$ cat src/rtl/usec_timestamp.sv
module usec_timestamp #(
  parameter int unsigned CLK_HZ    = 8_000_000,
  parameter int unsigned PERIOD_US = 10_000_000,
  parameter int unsigned SVC_LAT   = 16
) (
  input  logic        clk,
  input  logic        rst,
  input  logic        rd_req,
  input  logic        wake_valid,
  input  logic [31:0] wake_us,
  output logic        read_valid,
  output logic [31:0] read_ts,
  output logic        wrap_flag
);
  localparam int unsigned DIV_RAW = (CLK_HZ / 1_000_000 == 0) ? 0 : CLK_HZ / 1_000_000 - 1;
  localparam int unsigned DIV     = (DIV_RAW > 127) ? 127 : DIV_RAW;
  localparam int unsigned CMP_LO  = (PERIOD_US < 2) ? 2 : PERIOD_US;
  localparam int unsigned CMP     = (CMP_LO > 32'hFF_FFFF) ? 32'hFF_FFFF : CMP_LO;
  localparam int unsigned LAT     = (SVC_LAT < 1) ? 1 : SVC_LAT;
  localparam int PSC_W = 7;
  localparam int MIN_W = 24;
  localparam int SVC_W = $clog2(LAT + 1);
  localparam logic [PSC_W-1:0] DIV_V    = PSC_W'(DIV);
  localparam logic [MIN_W-1:0] CMP_V    = MIN_W'(CMP);
  localparam logic [MIN_W-1:0] CMP_M1   = MIN_W'(CMP - 1);
  localparam logic [MIN_W-1:0] HALF_V   = MIN_W'(CMP / 2);
  localparam logic [31:0]      CMP_32   = 32'(CMP);
  localparam logic [SVC_W-1:0] LAT_LAST = SVC_W'(LAT - 1);

  typedef enum logic [0:0] {RD_IDLE, RD_FLAG} rd_state_e;

  logic [PSC_W-1:0] pre_cnt;
  logic [MIN_W-1:0] minor;
  logic [31:0]      major;
  logic [31:0]      comp;
  logic [SVC_W-1:0] svc_cnt;
  logic [MIN_W-1:0] min_q;
  rd_state_e        rd_st;
  logic [31:0]      ts_next;

  wire tick    = (pre_cnt == DIV_V);
  wire min_bad = (min_q == '0) || (min_q == CMP_V);

  always_ff @(posedge clk) begin
    if (rst) pre_cnt <= '0;
    else     pre_cnt <= tick ? '0 : pre_cnt + 1'b1;
  end

  always_ff @(posedge clk) begin
    if (rst)       minor <= '0;
    else if (tick) minor <= (minor == CMP_V) ? MIN_W'(1) : minor + 1'b1;
  end

  always_ff @(posedge clk) begin
    if (rst) begin
      wrap_flag <= 1'b0;
      svc_cnt   <= '0;
      major     <= '0;
    end else if (wrap_flag) begin
      if (svc_cnt == LAT_LAST) begin
        wrap_flag <= 1'b0;
        svc_cnt   <= '0;
        major     <= major + 1'b1;
      end else begin
        svc_cnt <= svc_cnt + 1'b1;
      end
    end else if (tick && minor == CMP_M1) begin
      wrap_flag <= 1'b1;
    end
  end

  always_ff @(posedge clk) begin
    if (rst)             comp <= '0;
    else if (wake_valid) comp <= comp + wake_us;
  end

  always_comb begin
    if (wrap_flag && min_q > HALF_V)
      ts_next = (major + 32'd1) * CMP_32 + comp;
    else
      ts_next = (major + {31'b0, wrap_flag}) * CMP_32 + {8'b0, min_q} + comp;
  end

  always_ff @(posedge clk) begin
    if (rst) begin
      rd_st      <= RD_IDLE;
      min_q      <= '0;
      read_valid <= 1'b0;
      read_ts    <= '0;
    end else begin
      read_valid <= 1'b0;
      case (rd_st)
        RD_IDLE: if (rd_req) begin
          min_q <= minor;
          rd_st <= RD_FLAG;
        end
        RD_FLAG: if (min_bad) begin
          min_q <= minor;
        end else begin
          read_ts    <= ts_next;
          read_valid <= 1'b1;
          rd_st      <= RD_IDLE;
        end
        default: rd_st <= RD_IDLE;
      endcase
    end
  end
endmodule


$ cat config.mk
export PLATFORM = sky130hd
export DESIGN_NAME = usec_timestamp
export DESIGN_NICKNAME = d
export VERILOG_FILES = /design/src/rtl/usec_timestamp.sv
export SDC_FILE = /design/constraint.sdc
export NUM_CORES = 1
export LEC_CHECK = 0
export BUFFER_PORTS_ARGS = -buffer_cell sky130_fd_sc_hd__clkbuf_2
export CAP_MARGIN = 0
export CELL_PAD_IN_SITES_DETAIL_PLACEMENT = 0
export CELL_PAD_IN_SITES_GLOBAL_PLACEMENT = 1
export CORE_MARGIN = 8
export CORE_UTILIZATION = 45
export DETAILED_ROUTE_END_ITERATION = 16
export GPL_TIMING_DRIVEN = 0
export PLACE_DENSITY_LB_ADDON = 0.1
export SLEW_MARGIN = 5
export SYNTH_ARGS = -nofsm -noshare
export SYNTH_HDL_FRONTEND = slang
export SYNTH_SLANG_ARGS = --single-unit
$ cat constraint.sdc
create_clock -name clk -period 10.9 [get_ports clk]
set_input_delay 1.09 -clock clk [delete_from_list [all_inputs] [get_ports clk]]
set_output_delay 1.09 -clock clk [all_outputs]
set_load 0.02 [all_outputs]
Yosys cells after proc, flatten, opt, wreduce, memory -nomap -nowiden:

Index checks and enable logic that the tools add are counted.

* register bits after elaboration: 159
* bits in latches: 0
* memory bits (writable): 0
* memory bits (read-only): 0
* bits of input ports: 36
* output and inout bits: 34
* word-level logic and storage cells: 53
* memories kept: 0

* $add $sub $neg: 9
* $mul: 2
* divide/modulo/power cells: 0
* $lt $le $gt $ge: 1
* eq/ne operators: 7
* shift-type cells: 0
* multiplexer cells: 13
* bitwise operators: 2
* reductions and logical operators: 9

Operators by type and width (count)
* adder 32 bit: 3
* equality test 24 bit (second input constant): 3
* 2-to-1 mux 24 bit: 3
* multiplier 32 x 17 -> 25 bit (second input constant): 2
* one-hot mux 24 bit (2 select lines): 1
* adder 32 x 1 -> 32 bit: 1
* adder 32 x 1 -> 32 bit (second input constant): 1
* adder 32 x 24 -> 32 bit: 1
* 2-to-1 mux 32 bit: 1
* adder 24 x 1 -> 24 bit (second input constant): 1
* > comparator 24 x 23 -> 1 bit (second input constant): 1
* zero test 24 bit: 1
* adder 7 x 1 -> 7 bit (second input constant): 1
* equality test 7 x 3 -> 1 bit (second input constant): 1
* 2-to-1 mux 1 bit: 6
* AND reduction 2 bit: 3
* adder 5 x 1 -> 5 bit (second input constant): 1
* equality test 5 x 4 -> 1 bit (second input constant): 1
* 2-to-1 mux 5 bit: 1
* OR reduction 2 bit: 2
* logical AND 1 bit: 2
* inequality test 2 x 1 -> 1 bit (second input constant): 1
* inequality test 2 bit (second input constant): 1
* NOT 1 bit: 2
* 2 further kinds: 2

Longest topological paths before layout:

* depth in word-level cells: 5
* depth in mapped cells: 36
* gate-level depth less buffers: 36

Least setup slack after synthesis:

Ideal clock, no wire load.

* kind: register to register
* from: register wrap_flag
* to: register read_ts[31]
* setup time: 0.119 ns
* arrival: 8.123 ns
* data required time: 10.781 ns
* slack: 2.658 ns
* stages on the path, launching flop included: 35
* buffers on the path: 0
* path through: dfxtp_1 ha_1 nand3_1 nor2_1 nand3_1 nor3_1 and3_1 xor2_1 ha_1 ha_1 fa_1 fa_1 fa_1 inv_1 fa_1 inv_1 ha_1 a21oi_1 o21ai_0 nor3_1 nor2_1 a2111oi_0 nor3_1 xor2_1 ha_1 xnor2_1 xnor2_1 xnor2_1 xnor2_1 xnor3_1 xnor3_1 nor3_1 nor3_1 o31ai_1 o21ai_1

* longest elaborated chain between the ends: 5
* elaborated cells between the ends (all ways): 6
* classes of those cells: add/sub: 3; mul: 1; mux: 1; reduce/logical: 1

RTL lines
* start, declared: line 13 `output logic wrap_flag`
* start signal, assigned: line 56 `wrap_flag <= 1'b0;`
* start signal, assigned: line 61 `wrap_flag <= 1'b0;`
* start signal, assigned: line 68 `wrap_flag <= 1'b1;`
* adder 32 x 1 -> 32 bit: line 81 `ts_next = (major + {31'b0, wrap_flag}) * CMP_32 + {8'b0, min_q} + comp;`
* multiplier 32 x 17 -> 25 bit: line 81
* adder 32 x 24 -> 32 bit: line 81
* adder 32 bit: line 81
* 2-to-1 mux 32 bit (*): line 78 `if (wrap_flag && min_q > HALF_V)`
* end signal, assigned: line 100 `read_ts <= ts_next;`
* end, declared: line 12 `output logic [31:0] read_ts,`

Every way passes the cells marked *; elsewhere a longest branch is shown, timed or not.
A chain may end at the register's enable or synchronous reset.

Worst setup path in the final report:

Same ends and word-level chain as after synthesis.

==> insert_results.sql <==
INSERT INTO impl_metrics (metric_group, metric, value, unit) VALUES
('yosys', 'synth_edf_count', '0', ''),
('grt', 'grtUsageTotal', '22.4', '%'),
('routing', 'drc', '0', ''),
('grt', 'grt_start_max_net_pins', '17', ''),
('worst_setup_path', 'worst-path-max-fanout', '5', ''),
('worst_setup_path', 'timing.rr.end', 'read_ts[31]', ''),
('yosys', 'post_synth_inst_count', '2485', ''),
('worst_setup_path', 'rr_startpoint', 'wrap_flag', ''),
('worst_setup_path', 'cpPeakStageDelay', '0.57', 'ns'),
('timing', 'rsz0062_at_grt', 'no', ''),
('worst_setup_path', 'critPathMostFrequentCell', 'sky130_fd_sc_hd__ha_1', ''),
('routing', 'drt_iter0_drc', '826', ''),
('yosys', 'netlist_top_cells_area', 'sky130_fd_sc_hd__ha_1, sky130_fd_sc_hd__fa_1, sky130_fd_sc_hd__dfxtp_1, sky130_fd_sc_hd__inv_1, sky130_fd_sc_hd__xnor2_1', ''),
('clock_network', 'postCtsSetupRepairBufs', '0', ''),
('routing', 'detail_route.wl_per_cell', '18.7', 'um'),
('yosys', 'ys_warn_count', '0', ''),
('power_and_ir_drop', 'power.switching', '0.000545', 'W'),
('die', 'floorplan.rows', '79', ''),
('worst_setup_path', 'worst-setup-path-type', 'register to register', ''),
('timing', 'layout_min_cycle_time', '9.70', 'ns'),
('worst_setup_path', 'regToRegSetupSlack', '1.20', 'ns'),
('grt', 'grt_first_pass_wirelength', '94700', 'um'),
('routing', 'drt_wl_total', '59600', 'um'),
('timing', 'whs', '0.476', 'ns'),
('clock_network', 'clk_pin_slew_worst_paths', '0.07', 'ns'),
('flow_run', 'max_cap_violations', '0', ''),
('min_path', 'hold_path_startpoint', 'pre_cnt[0]', ''),
('grt', 'grt_overflow', '0', ''),
('yosys', 'seq_area_frac_synth', '14.5', '%'),
('outcome', 'status', 'complete, no violations', ''),
('routing', 'avgViaCountPerCell', '5.36', ''),
('power_and_ir_drop', 'cellInternalPower', '0.00105', 'W'),
('power_and_ir_drop', 'leakagePower', '11.5', 'nW'),
('yosys', 'synthDominantCellAreaShare', '21.4', '%'),
('yosys', 'synth_top_cell_by_area', 'sky130_fd_sc_hd__ha_1', ''),
('power_and_ir_drop', 'power.share.switching', '34.1', '%'),
('yosys', 'synthArstFlopShare', '0', '%'),
('timing', 'finalClockSkew', '0.0138', 'ns'),
('routing', 'detailroute.via_count', '17125', ''),
('power_and_ir_drop', 'vdd_ir_drop_max', '0.0856', 'mV'),
('grt', 'initial_antenna_violation_count', '1', ''),
('yosys', 'yosys_register_bits', '152', ''),
('die', 'design.die.area', '53800', 'um^2'),
('clock_network', 'holdBufCountCts', '0', ''),
('clock_network', 'insertion_delay', '0.45', 'ns'),
('die', 'die_width', '232', 'um'),
('power_and_ir_drop', 'power_frac_clock', '36.5', '%'),
('timing', 'fmaxAchievable', '0.103', 'GHz'),
('worst_setup_path', 'critical_path.startpoint_type', 'register', ''),
('die', 'io_pins', '70', ''),
('finish', 'final_layout_size_suffix_gt1_share', '6.07', '%'),
('worst_setup_path', 'slowest_stage', 'sky130_fd_sc_hd__xor2_1', ''),
('finish', 'area_growth_syn_to_layout', '7.92', '%'),
('power_and_ir_drop', 'share_seq_of_total_power', '38.5', '%'),
('clock_network', 'clockRootBuffer', 'sky130_fd_sc_hd__clkbuf_16', ''),
('min_path', 'worstHoldPathCells', '1', ''),
('timing', 'timing_max_transition_violations_final', '0', ''),
('worst_setup_path', 'endpoint_kind', 'register', ''),
('yosys', 'dominantRegCellSynth', 'sky130_fd_sc_hd__dfxtp_1', ''),
('finish', 'filler_cell_count', '4605', ''),
('worst_setup_path', 'critPathRequiredTime', '11.23', 'ns'),
('yosys', 'syn_area', '21000', 'um^2'),
('clock_network', 'clock_sink_total', '152', ''),
('die', 'floorplan.initialDensity', '45.3', '%'),
('yosys', 'synth_nets', '3056', ''),
('power_and_ir_drop', 'power_density', '70.6', 'nW/um^2'),
('die', 'core_outline_area', '46300', 'um^2'),
('yosys', 'synthesis.area_per_instance', '8.44', 'um^2'),
('placement', 'io_buffer_count', '68', ''),
('die', 'floorplan.die.height', '232', 'um'),
('placement', 'gp_congestion', '0.909', '');
per-layer routing:
layer | share of wire (%) | wire length (um) | vias to the layer above
met1 | 45 | 27000 | 8207
met3 | 3.8 | 2270 | 75
met2 | 48 | 28600 | 347
li1 | - | - | 8494
met5 | 0.018 | 11 | -
met4 | 3.0 | 1780 | 2
worst max path at each step:
stage	endpoint	depth (start not counted)	slack, ns
after floorplan	read_ts[31]	34	2.66
after global placement	read_ts[31]	34	1.24
after detailed placement	read_ts[31]	34	1.25
after CTS	read_ts[31]	34	1.18
after global routing	read_ts[31]	34	0.59
final	read_ts[31]	34	1.20
layout make-up:
class | count | area (um^2) | share of cell area (%)
plain buffers | 75 | 332 | 1.46
multi-input cells | 1856 | 16100 | 71.1
clock buffers | 20 | 457 | 2.02
clock inverters | 12 | 105 | 0.464
inverters | 402 | 1510 | 6.67
repair buffers | 68 | 340 | 1.50
flip-flops and latches | 152 | 3040 | 13.4
well taps | 607 | 759 | 3.36
flip-flops by register name, indices dropped and copies added, names as in the netlist:
name,flops
read_valid,1
read_ts,32
comp,32
rd_st,1
min_q,24
major,25
minor,24
wrap_flag,1
pre_cnt,7
svc_cnt,5
critical path: cells and delay by family, from the launching register on:
family                   cells  cell delay, ns
XOR/XNOR                     8            2.01
buffers and inverters        2            0.14
AO/OA/AOI/OAI                6            1.26
adder cells (fa/ha/maj)      9            3.58
flip-flops                   1            0.55
AND/OR/NAND/NOR              9            2.02
cells by family after synthesis:
family	share of synthesized area, %
buffers and inverters	8.78
adders and majority gates	38.2
and+or+nand+nor	14.8
DFF	14.5
xor gates and xnor gates	9.58
muxes	1.12
AOI/OAI and AO/OA	13.0
power by group through the flow:
stage	Sequential (W)	Clock, W	Combinational, W
6_report	0.000615	0.000583	0.000399
5_1_grt	0.000616	0.000617	0.000449
4_1_cts	0.000616	0.000596	0.000400
3_5_place_dp	0.000629	0	0.000397
3_3_place_gp	0.000629	0	0.000393
2_1_floorplan	0.000605	0	0.000307
cells in the final DEF, fill, tap and decap left out, drive strengths merged, types with 7 or more instances in the layout:
cell type  count
xor2          77
a21oi        159
and3          17
xnor2        140
o211ai        19
a211oi        18
nor4           8
nor2b         13
dfxtp        152
o21ai         81
a31oi          8
a311oi        14
nand4         32
and4           8
o31ai          8
nor3          57
nor2         195
nand2b        18
a21o          34
buf           26
mux2i         20
ha           359
clkbuf       137
o21bai        15
fa           176
nand3         56
a21boi         7
or2           11
inv          410
o21a          23
or3           21
nand2        181
stage by stage:
stage / utilization, % / cells / power (W) / area (um^2) / setup WS, ns
finish: 48.9 / 3192 / 0.00160 / 22600 / 1.20
global route: 48.9 / 3192 / 0.00168 / 22600 / 0.594
CTS: 48.9 / 3192 / 0.00161 / 22600 / 1.18
detailed placement: 47.7 / 3160 / 0.00103 / 22100 / 1.25
global placement: 47.7 / 3160 / 0.00102 / 22100 / 1.24
floorplan: - / 2485 / 0.000912 / 21000 / 2.66
Power figures use the tool's default switching activity.
